**src/rtl/iqs_pkg.sv**
```systemverilog
package iqs_pkg;

  typedef enum logic [1:0] {
    ST_SLEEP,
    ST_WAKE,
    ST_PRE,
    ST_RUN
  } iqs_state_e;

  // split: I and Q on separate pins; full: full word rate
  typedef struct packed {
    logic split;
    logic full;
  } iqs_cfg_t;

  // master cycles of settling after sleep
  function automatic int unsigned wake_cycles(input logic full,
                                              input int unsigned wf,
                                              input int unsigned wh);
    return full ? wf : wh;
  endfunction

  // last slot index inside one word group
  function automatic int unsigned slot_last(input logic full, input int unsigned ww);
    return full ? (ww - 1) : (2 * ww - 1);
  endfunction

  // last word index inside one frame
  function automatic logic word_last(input logic split);
    return split ? 1'b0 : 1'b1;
  endfunction

endpackage

```
**src/rtl/iqs_seq.sv**
```systemverilog
module iqs_seq
  import iqs_pkg::*;
#(
  parameter int unsigned WORD_W    = 12,
  parameter int unsigned WAKE_FULL = 32,
  parameter int unsigned WAKE_HALF = 56,
  localparam int unsigned SLOT_W   = $clog2(2 * WORD_W)
) (
  input  logic              clk,
  input  logic              rst_n,
  input  logic              sleep_req,
  input  iqs_cfg_t          cfg,
  output iqs_state_e        state,
  output logic              ph,
  output logic [SLOT_W-1:0] slot,
  output logic              word,
  output logic              frame_go,
  output logic              frame_end,
  output logic              cfg_take
);

  localparam int unsigned WAKE_MAX = (WAKE_FULL > WAKE_HALF) ? WAKE_FULL : WAKE_HALF;
  localparam int unsigned CNT_W    = $clog2(WAKE_MAX + 1);

  iqs_state_e        st_q;
  logic [CNT_W-1:0]  cnt_q;
  logic              ph_q;
  logic              word_q;
  logic [SLOT_W-1:0] slot_q;
  logic              slot_end;
  logic              wake_done;
  logic              wake_go;

  assign slot_end  = (slot_q == SLOT_W'(slot_last(cfg.full, WORD_W)));
  assign frame_end = (st_q == ST_RUN) && ph_q && slot_end && (word_q == word_last(cfg.split));
  assign wake_done = (st_q == ST_WAKE) &&
                     (cnt_q == CNT_W'(wake_cycles(cfg.full, WAKE_FULL, WAKE_HALF) - 1));
  assign wake_go   = (st_q == ST_SLEEP) && !sleep_req;
  assign frame_go  = (wake_done && !cfg.full) || ((st_q == ST_PRE) && ph_q) ||
                     (frame_end && !sleep_req);
  assign cfg_take  = wake_go || (frame_end && !sleep_req);

  always_ff @(posedge clk or negedge rst_n) begin
    if (!rst_n) begin
      st_q   <= ST_SLEEP;
      cnt_q  <= '0;
      ph_q   <= 1'b0;
      slot_q <= '0;
      word_q <= 1'b0;
    end else if (frame_go) begin
      st_q   <= ST_RUN;
      ph_q   <= 1'b0;
      slot_q <= '0;
      word_q <= 1'b0;
    end else begin
      case (st_q)
        ST_SLEEP: begin
          if (!sleep_req) begin
            st_q  <= ST_WAKE;
            cnt_q <= '0;
          end
        end
        ST_WAKE: begin
          cnt_q <= cnt_q + 1'b1;
          if (wake_done) begin
            st_q <= ST_PRE;
            ph_q <= 1'b0;
          end
        end
        ST_PRE: ph_q <= ~ph_q;
        default: begin
          ph_q <= ~ph_q;
          if (ph_q) begin
            if (slot_end) begin
              slot_q <= '0;
              if (frame_end) st_q <= ST_SLEEP;
              else           word_q <= 1'b1;
            end else begin
              slot_q <= slot_q + 1'b1;
            end
          end
        end
      endcase
    end
  end

  assign state = st_q;
  assign ph    = ph_q;
  assign slot  = slot_q;
  assign word  = word_q;

endmodule

```
**src/rtl/iqs_pair_buf.sv**
```systemverilog
module iqs_pair_buf
  import iqs_pkg::*;
#(
  parameter int unsigned WORD_W = 12
) (
  input  logic              clk,
  input  logic              rst_n,
  input  logic              load,
  input  logic [WORD_W-1:0] in_i,
  input  logic [WORD_W-1:0] in_q,
  input  logic              take,
  input  logic              cfg_take,
  input  logic              split_in,
  input  logic              full_in,
  output logic [WORD_W-1:0] cur_i,
  output logic [WORD_W-1:0] cur_q,
  output iqs_cfg_t          cfg
);

  logic [WORD_W-1:0] pend_i_q, pend_q_q, cur_i_q, cur_q_q;
  logic              pend_vld_q;
  iqs_cfg_t          cfg_q;

  always_ff @(posedge clk or negedge rst_n) begin
    if (!rst_n) begin
      pend_i_q   <= '0;
      pend_q_q   <= '0;
      pend_vld_q <= 1'b0;
      cur_i_q    <= '0;
      cur_q_q    <= '0;
    end else if (take) begin
      if (load) begin
        cur_i_q <= in_i;
        cur_q_q <= in_q;
      end else if (pend_vld_q) begin
        cur_i_q <= pend_i_q;
        cur_q_q <= pend_q_q;
      end
      pend_vld_q <= 1'b0;
    end else if (load) begin
      pend_i_q   <= in_i;
      pend_q_q   <= in_q;
      pend_vld_q <= 1'b1;
    end
  end

  always_ff @(posedge clk or negedge rst_n) begin
    if (!rst_n)        cfg_q <= '0;
    else if (cfg_take) cfg_q <= '{split: split_in, full: full_in};
  end

  assign cur_i = cur_i_q;
  assign cur_q = cur_q_q;
  assign cfg   = cfg_q;

endmodule

```
**src/rtl/iqs_fmt.sv**
```systemverilog
module iqs_fmt
  import iqs_pkg::*;
#(
  parameter int unsigned WORD_W = 12,
  localparam int unsigned SLOT_W = $clog2(2 * WORD_W)
) (
  input  iqs_state_e        state,
  input  logic              ph,
  input  logic [SLOT_W-1:0] slot,
  input  logic              word,
  input  iqs_cfg_t          cfg,
  input  logic [WORD_W-1:0] cur_i,
  input  logic [WORD_W-1:0] cur_q,
  output logic              sclk,
  output logic              sync,
  output logic              data,
  output logic              iq
);

  // bit number k counts from the most significant bit
  function automatic logic msb_pick(input logic [WORD_W-1:0] v, input logic [SLOT_W-1:0] k);
    logic r;
    r = 1'b0;
    for (int n = 0; n < WORD_W; n++) begin
      if (SLOT_W'(n) == k) r = v[WORD_W-1-n];
    end
    return r;
  endfunction

  logic [WORD_W-1:0] wsel;
  logic [SLOT_W-1:0] bnum;
  logic              bit_slot;
  logic              wflag;

  always_comb begin
    wsel     = (word && !cfg.split) ? cur_q : cur_i;
    wflag    = word && !cfg.split;
    bit_slot = 1'b0;
    bnum     = '0;
    sclk     = 1'b1;
    sync     = 1'b0;
    data     = 1'b0;
    iq       = 1'b0;
    case (state)
      ST_PRE: begin
        sclk = ~ph;
        sync = 1'b1;
      end
      ST_RUN: begin
        if (cfg.full) begin
          sclk     = ~ph;
          sync     = (slot == SLOT_W'(WORD_W - 1));
          bit_slot = 1'b1;
          bnum     = slot;
        end else begin
          iq = wflag;
          if (slot == '0) begin
            sclk = ~ph;
            sync = 1'b1;
          end else if (slot <= SLOT_W'(WORD_W)) begin
            sclk     = ~ph;
            bit_slot = 1'b1;
            bnum     = slot - 1'b1;
          end
        end
        if (bit_slot) begin
          data = msb_pick(wsel, bnum);
          iq   = cfg.split ? msb_pick(cur_q, bnum) : wflag;
        end
      end
      default: ;
    endcase
  end

endmodule

```
**src/rtl/iq_serial_tx.sv**
```systemverilog
module iq_serial_tx
  import iqs_pkg::*;
#(
  parameter int unsigned WORD_W    = 12,
  parameter int unsigned WAKE_FULL = 32,
  parameter int unsigned WAKE_HALF = 56
) (
  input  logic              clk,
  input  logic              rst_n,
  input  logic              split_i,
  input  logic              full_rate_i,
  input  logic              sleep_a_i,
  input  logic              sleep_b_i,
  input  logic              load_i,
  input  logic [WORD_W-1:0] smp_i_i,
  input  logic [WORD_W-1:0] smp_q_i,
  output logic              sclk_o,
  output logic              sync_o,
  output logic              data_o,
  output logic              iq_o
);

  localparam int unsigned SLOT_W = $clog2(2 * WORD_W);

  iqs_state_e        state;
  iqs_cfg_t          cfg;
  logic              ph, word;
  logic [SLOT_W-1:0] slot;
  logic              frame_go, frame_end, cfg_take;
  logic [WORD_W-1:0] cur_i, cur_q;

  // named events for the checker
  logic sleep_req;
  logic asleep;
  assign sleep_req = sleep_a_i && sleep_b_i;
  assign asleep    = (state == ST_SLEEP);

  iqs_seq #(
    .WORD_W   (WORD_W),
    .WAKE_FULL(WAKE_FULL),
    .WAKE_HALF(WAKE_HALF)
  ) u_seq (
    .clk      (clk),
    .rst_n    (rst_n),
    .sleep_req(sleep_req),
    .cfg      (cfg),
    .state    (state),
    .ph       (ph),
    .slot     (slot),
    .word     (word),
    .frame_go (frame_go),
    .frame_end(frame_end),
    .cfg_take (cfg_take)
  );

  iqs_pair_buf #(.WORD_W(WORD_W)) u_buf (
    .clk     (clk),
    .rst_n   (rst_n),
    .load    (load_i),
    .in_i    (smp_i_i),
    .in_q    (smp_q_i),
    .take    (frame_go),
    .cfg_take(cfg_take),
    .split_in(split_i),
    .full_in (full_rate_i),
    .cur_i   (cur_i),
    .cur_q   (cur_q),
    .cfg     (cfg)
  );

  iqs_fmt #(.WORD_W(WORD_W)) u_fmt (
    .state(state),
    .ph   (ph),
    .slot (slot),
    .word (word),
    .cfg  (cfg),
    .cur_i(cur_i),
    .cur_q(cur_q),
    .sclk (sclk_o),
    .sync (sync_o),
    .data (data_o),
    .iq   (iq_o)
  );

endmodule

```
**config.mk**
```make
export PLATFORM = sky130hd
export DESIGN_NAME = iq_serial_tx
export DESIGN_NICKNAME = d
export VERILOG_FILES = /design/src/rtl/iqs_pkg.sv /design/src/rtl/iqs_seq.sv /design/src/rtl/iqs_pair_buf.sv /design/src/rtl/iqs_fmt.sv /design/src/rtl/iq_serial_tx.sv
export SDC_FILE = /design/constraint.sdc
export NUM_CORES = 1
export LEC_CHECK = 0
export BUFFER_PORTS_ARGS = -buffer_cell sky130_fd_sc_hd__buf_2
export CAP_MARGIN = 15
export CELL_PAD_IN_SITES_DETAIL_PLACEMENT = 0
export CELL_PAD_IN_SITES_GLOBAL_PLACEMENT = 1
export CORE_MARGIN = 2
export CORE_UTILIZATION = 51
export DETAILED_ROUTE_END_ITERATION = 7
export HOLD_SLACK_MARGIN = 0.06
export PLACE_DENSITY_LB_ADDON = 0.2
export RECOVER_POWER = 25
export SYNTH_ARGS = -nofsm -noshare
export SYNTH_HDL_FRONTEND = slang
export SYNTH_HIERARCHICAL = 1
export SYNTH_SLANG_ARGS = --single-unit
```
**constraint.sdc**
```tcl
create_clock -name clk -period 6.1 [get_ports clk]
set_input_delay 0.915 -clock clk [delete_from_list [all_inputs] [get_ports clk]]
set_output_delay 0.915 -clock clk [all_outputs]
set_load 0.03 [all_outputs]
```
======== Word-level counts from Yosys, hierarchy flattened ========
Index checks and enable logic that the tools add are counted.
word-level totals
  output and inout port bits .............. 4
  bits of input ports ..................... 31
  flip-flop bits (word level) ............. 66
  word-level logic and storage cells ...... 155
operators by class
  reduce and logical (&&, ||, !) cells .... 35
  $lt $le $gt $ge ......................... 1
  bitwise gates (word level) .............. 2
  eq/ne operators ......................... 25
  multiplexer cells ....................... 76
  add/sub/neg operators ................... 4
operator list
  operator                                           number
  two-way mux 12 bit                                 5
  two-way mux 5 bit                                  10
  two-way mux 1 bit                                  49
  == test 3 x 5 -> 1 bit (first input constant)      4
  == test 4 x 5 -> 1 bit (first input constant)      4
  two-way mux 2 bit                                  6
  case mux 6 bit (2 select lines)                    1
  nonzero test 4 bit                                 3
  == test 2 x 5 -> 1 bit (first input constant)      2
  logical AND 1 bit                                  10
  logical NOT 5 bit                                  2
  nonzero test 2 bit                                 5
  inequality test 2 bit (second input constant)      4
  AND reduction 2 bit                                4
  adder 6 x 1 -> 6 bit (second input constant)       1
  == test 6 bit                                      1
  two-way mux 6 bit                                  1
  case mux 1 bit (2 select lines)                    3
  case mux 2 bit (3 select lines)                    1
  AND reduction 6 bit                                1
  subtractor 6 x 1 -> 6 bit (second input constant)  1
  adder 5 x 1 -> 5 bit (second input constant)       1
  == test 1 x 5 -> 1 bit (first input constant)      1
  == test 5 x 4 -> 1 bit (second input constant)     1
  16 further kinds                                   22

======== Logic depth before layout (Yosys ltp) ========
  depth in word-level cells ............... 21
  gate-level depth with buffers ........... 10
  gate-level depth less buffers ........... 8

======== Cells and area by module ========
Netlist, hierarchy kept.
by module, submodules not included
  module        instances  cells an instance  sequential area each (µm²)  area each (µm²)
  iqs_pair_buf  1          170                1276.2                      2249.7
  iqs_fmt       1          136                0.0                         959.7
  iqs_seq       1          98                 375.4                       884.6
  iq_serial_tx  1          1                  0.0                         6.3

======== Worst setup path after synthesis ========
Ideal clock, no wire load.
  path type ............................... register to output
  start ................................... register u_seq.slot_q[0], in the netlist u_seq/slot[0]
  end ..................................... output data_o
  buffers on the path ..................... 1
  data arrival time ....................... 2.865 ns
  setup slack ............................. 2.320 ns
  cell stages (with the launch flop) ...... 9
  data required time ...................... 5.185 ns
  cells stage by stage .................... dfrtp_1 inv_1 ha_1 nor4b_2 or4_4 buf_6 nor4_2 nor4_1 o311ai_1
between the ends
  longest elaborated chain between the ends .. 20
RTL lines
  what                                                                                  line                          source
  start, declared                                                                       iqs_seq.sv:29                 logic [SLOT_W-1:0] slot_q;
  start signal, assigned                                                                iqs_seq.sv:79                 slot_q <= slot_q + 1'b1;
  subtractor 5 x 1 -> 5 bit or less-or-equal comparator 5 x 4 -> 1 bit (tied branches)  iqs_fmt.sv:63, iqs_fmt.sv:60
  two-way mux 5 bit                                                                     iqs_fmt.sv:60                 end else if (slot <= SLOT_W'(WORD_W)) begin
  two-way mux 5 bit                                                                     iqs_fmt.sv:57                 if (slot == '0) begin
  two-way mux 5 bit                                                                     iqs_fmt.sv:50                 if (cfg.full) begin
  two-way mux 5 bit                                                                     iqs_fmt.sv:44                 case (state)
  logical NOT 5 bit                                                                     iqs_fmt.sv:25                 if (SLOT_W'(n) == k) r = v[WORD_W-1-n];
  two-way mux 1 bit (12 in series)                                                      iqs_fmt.sv:25
  two-way mux 1 bit (*)                                                                 iqs_fmt.sv:66                 if (bit_slot) begin
  two-way mux 1 bit (*)                                                                 iqs_fmt.sv:44
  end, declared                                                                         iq_serial_tx.sv:19            output logic data_o,
Mark *: on every way between the ends. The rest lies on a longest branch, timed or not. The select of a mux whose other input is x is not followed.

======== Worst setup path after layout ========
Ends and elaborated chain as after synthesis.

==> results.rst <==
.. list-table::
   :header-rows: 1

   * - Metric
     - Value
   * - Outcome
     - finished, violations left
   * - Violated checks
     - max-capacitance violations, max-slew violations
   * - Required time at the endpoint of the critical path
     - slightly above 5 ns
   * - Layout cell share with drive strength beyond 1
     - 0.225
   * - Number of diodes added for antenna fixing
     - 0
   * - Number of detailed-route iterations in the first pass
     - 5
   * - Main combinational cell family by area after synthesis
     - compound AO/OA/AOI/OAI gates
   * - Register area share after synthesis
     - 0.403
   * - Multiplexer area fraction after synthesis
     - 0.130
   * - Number of antenna violations at the first check in global routing
     - 0
   * - Vias after detailed routing
     - 3381
   * - Sw Ratio
     - 0.453
   * - Leading area contributor after synthesis
     - dfrtp_1
   * - DP HPWL
     - 6710 um
   * - Area inside the core boundary
     - 7770 um2
   * - Number of synthesized flops with an enable pin
     - 0
   * - Headroom to the max-slew limit
     - -1.35
   * - Area share of the largest cell type after synthesis
     - 0.403
   * - WS Path Type
     - flop to primary output
   * - Antenna-violating nets left
     - 0
   * - Number of buffers between clock root and the deepest sink
     - 2
   * - Clock tree from TritonCTS
     - done
   * - Netlist area before placement
     - 4100 um2
   * - Power density over cell area
     - about 560 nW/um2
   * - Die Width
     - 93.7 um
   * - Total negative slack
     - 0 ns
   * - Iter 0 DRT Violations
     - 187
   * - Routed vias/inst
     - 6.33
   * - Maximum number of pins on one net before global-route repair
     - 67
   * - Root cell of the clock tree
     - clkbuf_8
   * - Num CTS Buffers
     - 9
   * - Basic-gate share of the synthesized area counting and, or, nand and nor cells
     - 0.181
   * - Post-cts gate resize count
     - 0
   * - Number of synthesized register bits
     - 66
   * - Cell internal power dissipation
     - 1.36 mW
   * - Average cell area after synthesis
     - 10.1 um2
   * - Input/output buffers
     - 34
   * - Most common library cell in the layout ignoring fill and taps
     - dfrtp_1
   * - CP arrival
     - 3.29 ns
   * - Via count of the first global-routing pass
     - about 3300
   * - Commonest cells after routing, fill and taps aside
     - dfrtp_1 (66), nor2_1 (44), buf_2 (34)
   * - Count of endpoints failing setup in the final report
     - 0
   * - Fraction of power consumed by combinational cells
     - 0.501
   * - Asr flop ratio synth
     - 1.00
   * - Number of top-level pins
     - 35
   * - Clock slew seen by the registers of the worst setup and hold paths
     - 0.07 ns
   * - Unrepaired setup endpoints after global routing
     - false
   * - Number of standard cells in the final layout excluding fillers
     - 534
   * - Adder-cell share of the synthesized area
     - 0.0153
   * - Share of power burned in the clock network
     - 0.161
   * - Area growth, synth to finish
     - 8.21%
   * - Critical path fanouts, max
     - 11
   * - Maximum operating frequency
     - 238 MHz
   * - Post-synth net total
     - between 400 and 500
   * - Clock tree sinks
     - 66
   * - Routability Congestion
     - 0.880
   * - Share of total power in sequential cells
     - 0.338
   * - H-tree depth reported by CTS
     - 3
   * - Final period utilization
     - 0.689
   * - Reported leakage power
     - 1.96 nW
   * - Number of filler cells placed in the layout
     - 708
   * - Switching power summed over all nets
     - 1.12 mW
   * - Hold buffers post-CTS
     - 0
   * - Setup crit end kind
     - primary output
   * - Minimum clock period
     - 4.21 ns
   * - Number of buffers added for setup after CTS
     - 0
   * - Synth unique cells
     - 70
   * - Die height
     - approximately 94 um
   * - DRC
     - 0
   * - Post-DR wirelength/cell
     - 19.0 um
   * - Xor and xnor area share after synthesis
     - 0.00641
   * - Overall die area
     - around 8800 um2
   * - Sum of routed wire length over all layers
     - 10100 um
   * - Worst VDD drop
     - 0.308 mV
   * - Main flop type after synthesis
     - dfrtp_1
   * - Yosys warnings
     - 6
   * - Class of the tightest hold or removal check
     - flop to flop
   * - Cell count after placement
     - 518
   * - Total number of nets in the final design
     - 463
   * - CP Launch Type
     - flop
   * - Tot Pwr
     - around 2.5 mW
   * - Row count
     - 32
   * - Max cap viols
     - 1
   * - Area contributors post-synth
     - dfrtp_1 (40%), mux2_4 (7.3%), o32ai_1 (5.8%), o22ai_1 (4.1%), nor2_1 (4.0%)
   * - Total congestion overflow
     - 0
   * - Wire length of the first global-routing pass
     - 16700 um
   * - Starting density of the core
     - 0.528
   * - Tot GR Track Use
     - 0.241
   * - Synthesized netlist cell count
     - about 410
   * - Synthesized-area fraction occupied by ao, oa, aoi and oai cells
     - 0.210
   * - Setup clock skew after layout
     - a little under 0.009 ns
   * - Slew at the pin closest to its max-slew limit
     - 3.52 ns
   * - Final Max Slew Viols
     - 67
   * - Clock latency on the worst-skew pair
     - 0.35 ns
   * - Final Hold Fails
     - 0
worst max-delay path, cell delays in order, from the launching register on:
cell      delay [ns]
dfrtp_1         0.49
inv_1           0.13
ha_1            0.29
nor3b_1         0.29
a32oi_1         0.18
a211oi_1        0.69
o21a_1          0.21
nor4_1          0.05
o311ai_1        0.36
buf_2           0.27
registers in the layout, summed over array words and instances, names as in the netlist, 2 cells and up:
signal / count
u_seq/slot: 5
u_buf/cur_i: 12
u_seq/cnt_q: 6
u_buf/cfg: 2
u_buf/pend_q_q: 12
u_buf/cur_q: 12
u_buf/pend_i_q: 12
u_seq/state: 2
stage by stage:
step | cell area, um2 | worst slack [ns] | utilization | hold slack [ns]
final | 4440 | 1.89 | 0.571 | 0.502
after global routing | 4440 | 1.40 | 0.571 | 0.530
after CTS | 4440 | 1.95 | 0.572 | 0.508
after detailed placement | 4230 | 2.35 | 0.545 | 0.497
after global placement | 4230 | 2.35 | 0.545 | 0.492
after floorplan | 4100 | 2.32 | - | 0.468
power by group through the flow:
stage               logic [mW]  registers, mW  clock network (mW)
detailed placement        1.22          0.844                   0
global placement          1.22          0.836                   0
floorplan                 1.04          0.737                   0
global route              1.37          0.865               0.429
CTS                       1.23          0.836               0.409
finish                    1.24          0.838               0.398
area by class of cell:
type | instances | area (um2) | area share
Multi-Input combinational cell | 303 | 2220 | 0.501
Sequential cell | 66 | 1650 | 0.372
Timing Repair Buffer | 36 | 181 | 0.0409
Clock buffer | 11 | 131 | 0.0296
Tap cell | 102 | 128 | 0.0288
Clock inverter | 5 | 78.8 | 0.0178
Inverter | 11 | 41.3 | 0.00931
cells by family after synthesis:
kind of cell	count (synthesis)
fa+ha+maj	5
compound gates	121
buf+inv	36
simple gates	132
xor+xnor	3
mux	42
flops	66
synth_stat cells, drive strengths merged (3+ instances only):
library cell and n:
mux2i 12, buf 20, nand3 7, o32ai 27, nand2 27, nor3 3, o21ai 12, o21a 3
o22ai 28, nor4 5, nand4 3, a21oi 21, ha 5, dfrtp 66, a21boi 3, or3 4
nor2 44, inv 11, and2 3, nand2b 6, clkbuf 5, a211oi 6, mux2 30, a31oi 4
o31ai 4, and3 5, nor2b 5
final timing paths:
| check | end | from | slack, ns | cells after the start |
|---|---|---|---|---|
| setup / recovery | data_o | u_seq/slot[0]$_DFFE_PN0P_ | 1.89 | 9 |
| hold / removal | u_seq/cnt_q[0]$_DFFE_PN0P_ | u_seq/cnt_q[0]$_DFFE_PN0P_ | 0.50 | 1 |
| setup reg to reg | u_buf/cur_i[8]$_DFFE_PN0P_ | u_buf/cfg[0]$_DFFE_PN0P_ | 2.73 | 6 |
| hold reg to reg | u_seq/cnt_q[0]$_DFFE_PN0P_ | u_seq/cnt_q[0]$_DFFE_PN0P_ | 0.50 | 1 |
| max in group asynchronous | u_buf/pend_i_q[7]$_DFFE_PN0P_ | rst_n | 2.25 | 2 |
| min in group asynchronous | u_buf/pend_q_q[7]$_DFFE_PN0P_ | rst_n | 1.86 | 2 |
metal layers:
metal | GRT usage | routed length [um] | up-vias
li1 | - | - | 1592
met1 | 0.338 | 4730 | 1692
met2 | 0.389 | 4900 | 85
met3 | 0.0506 | 409 | 12
met4 | 0.0495 | 97 | 0
met5 | 0 | 0 | -
Note: power is estimated with default switching activity, not from simulation.
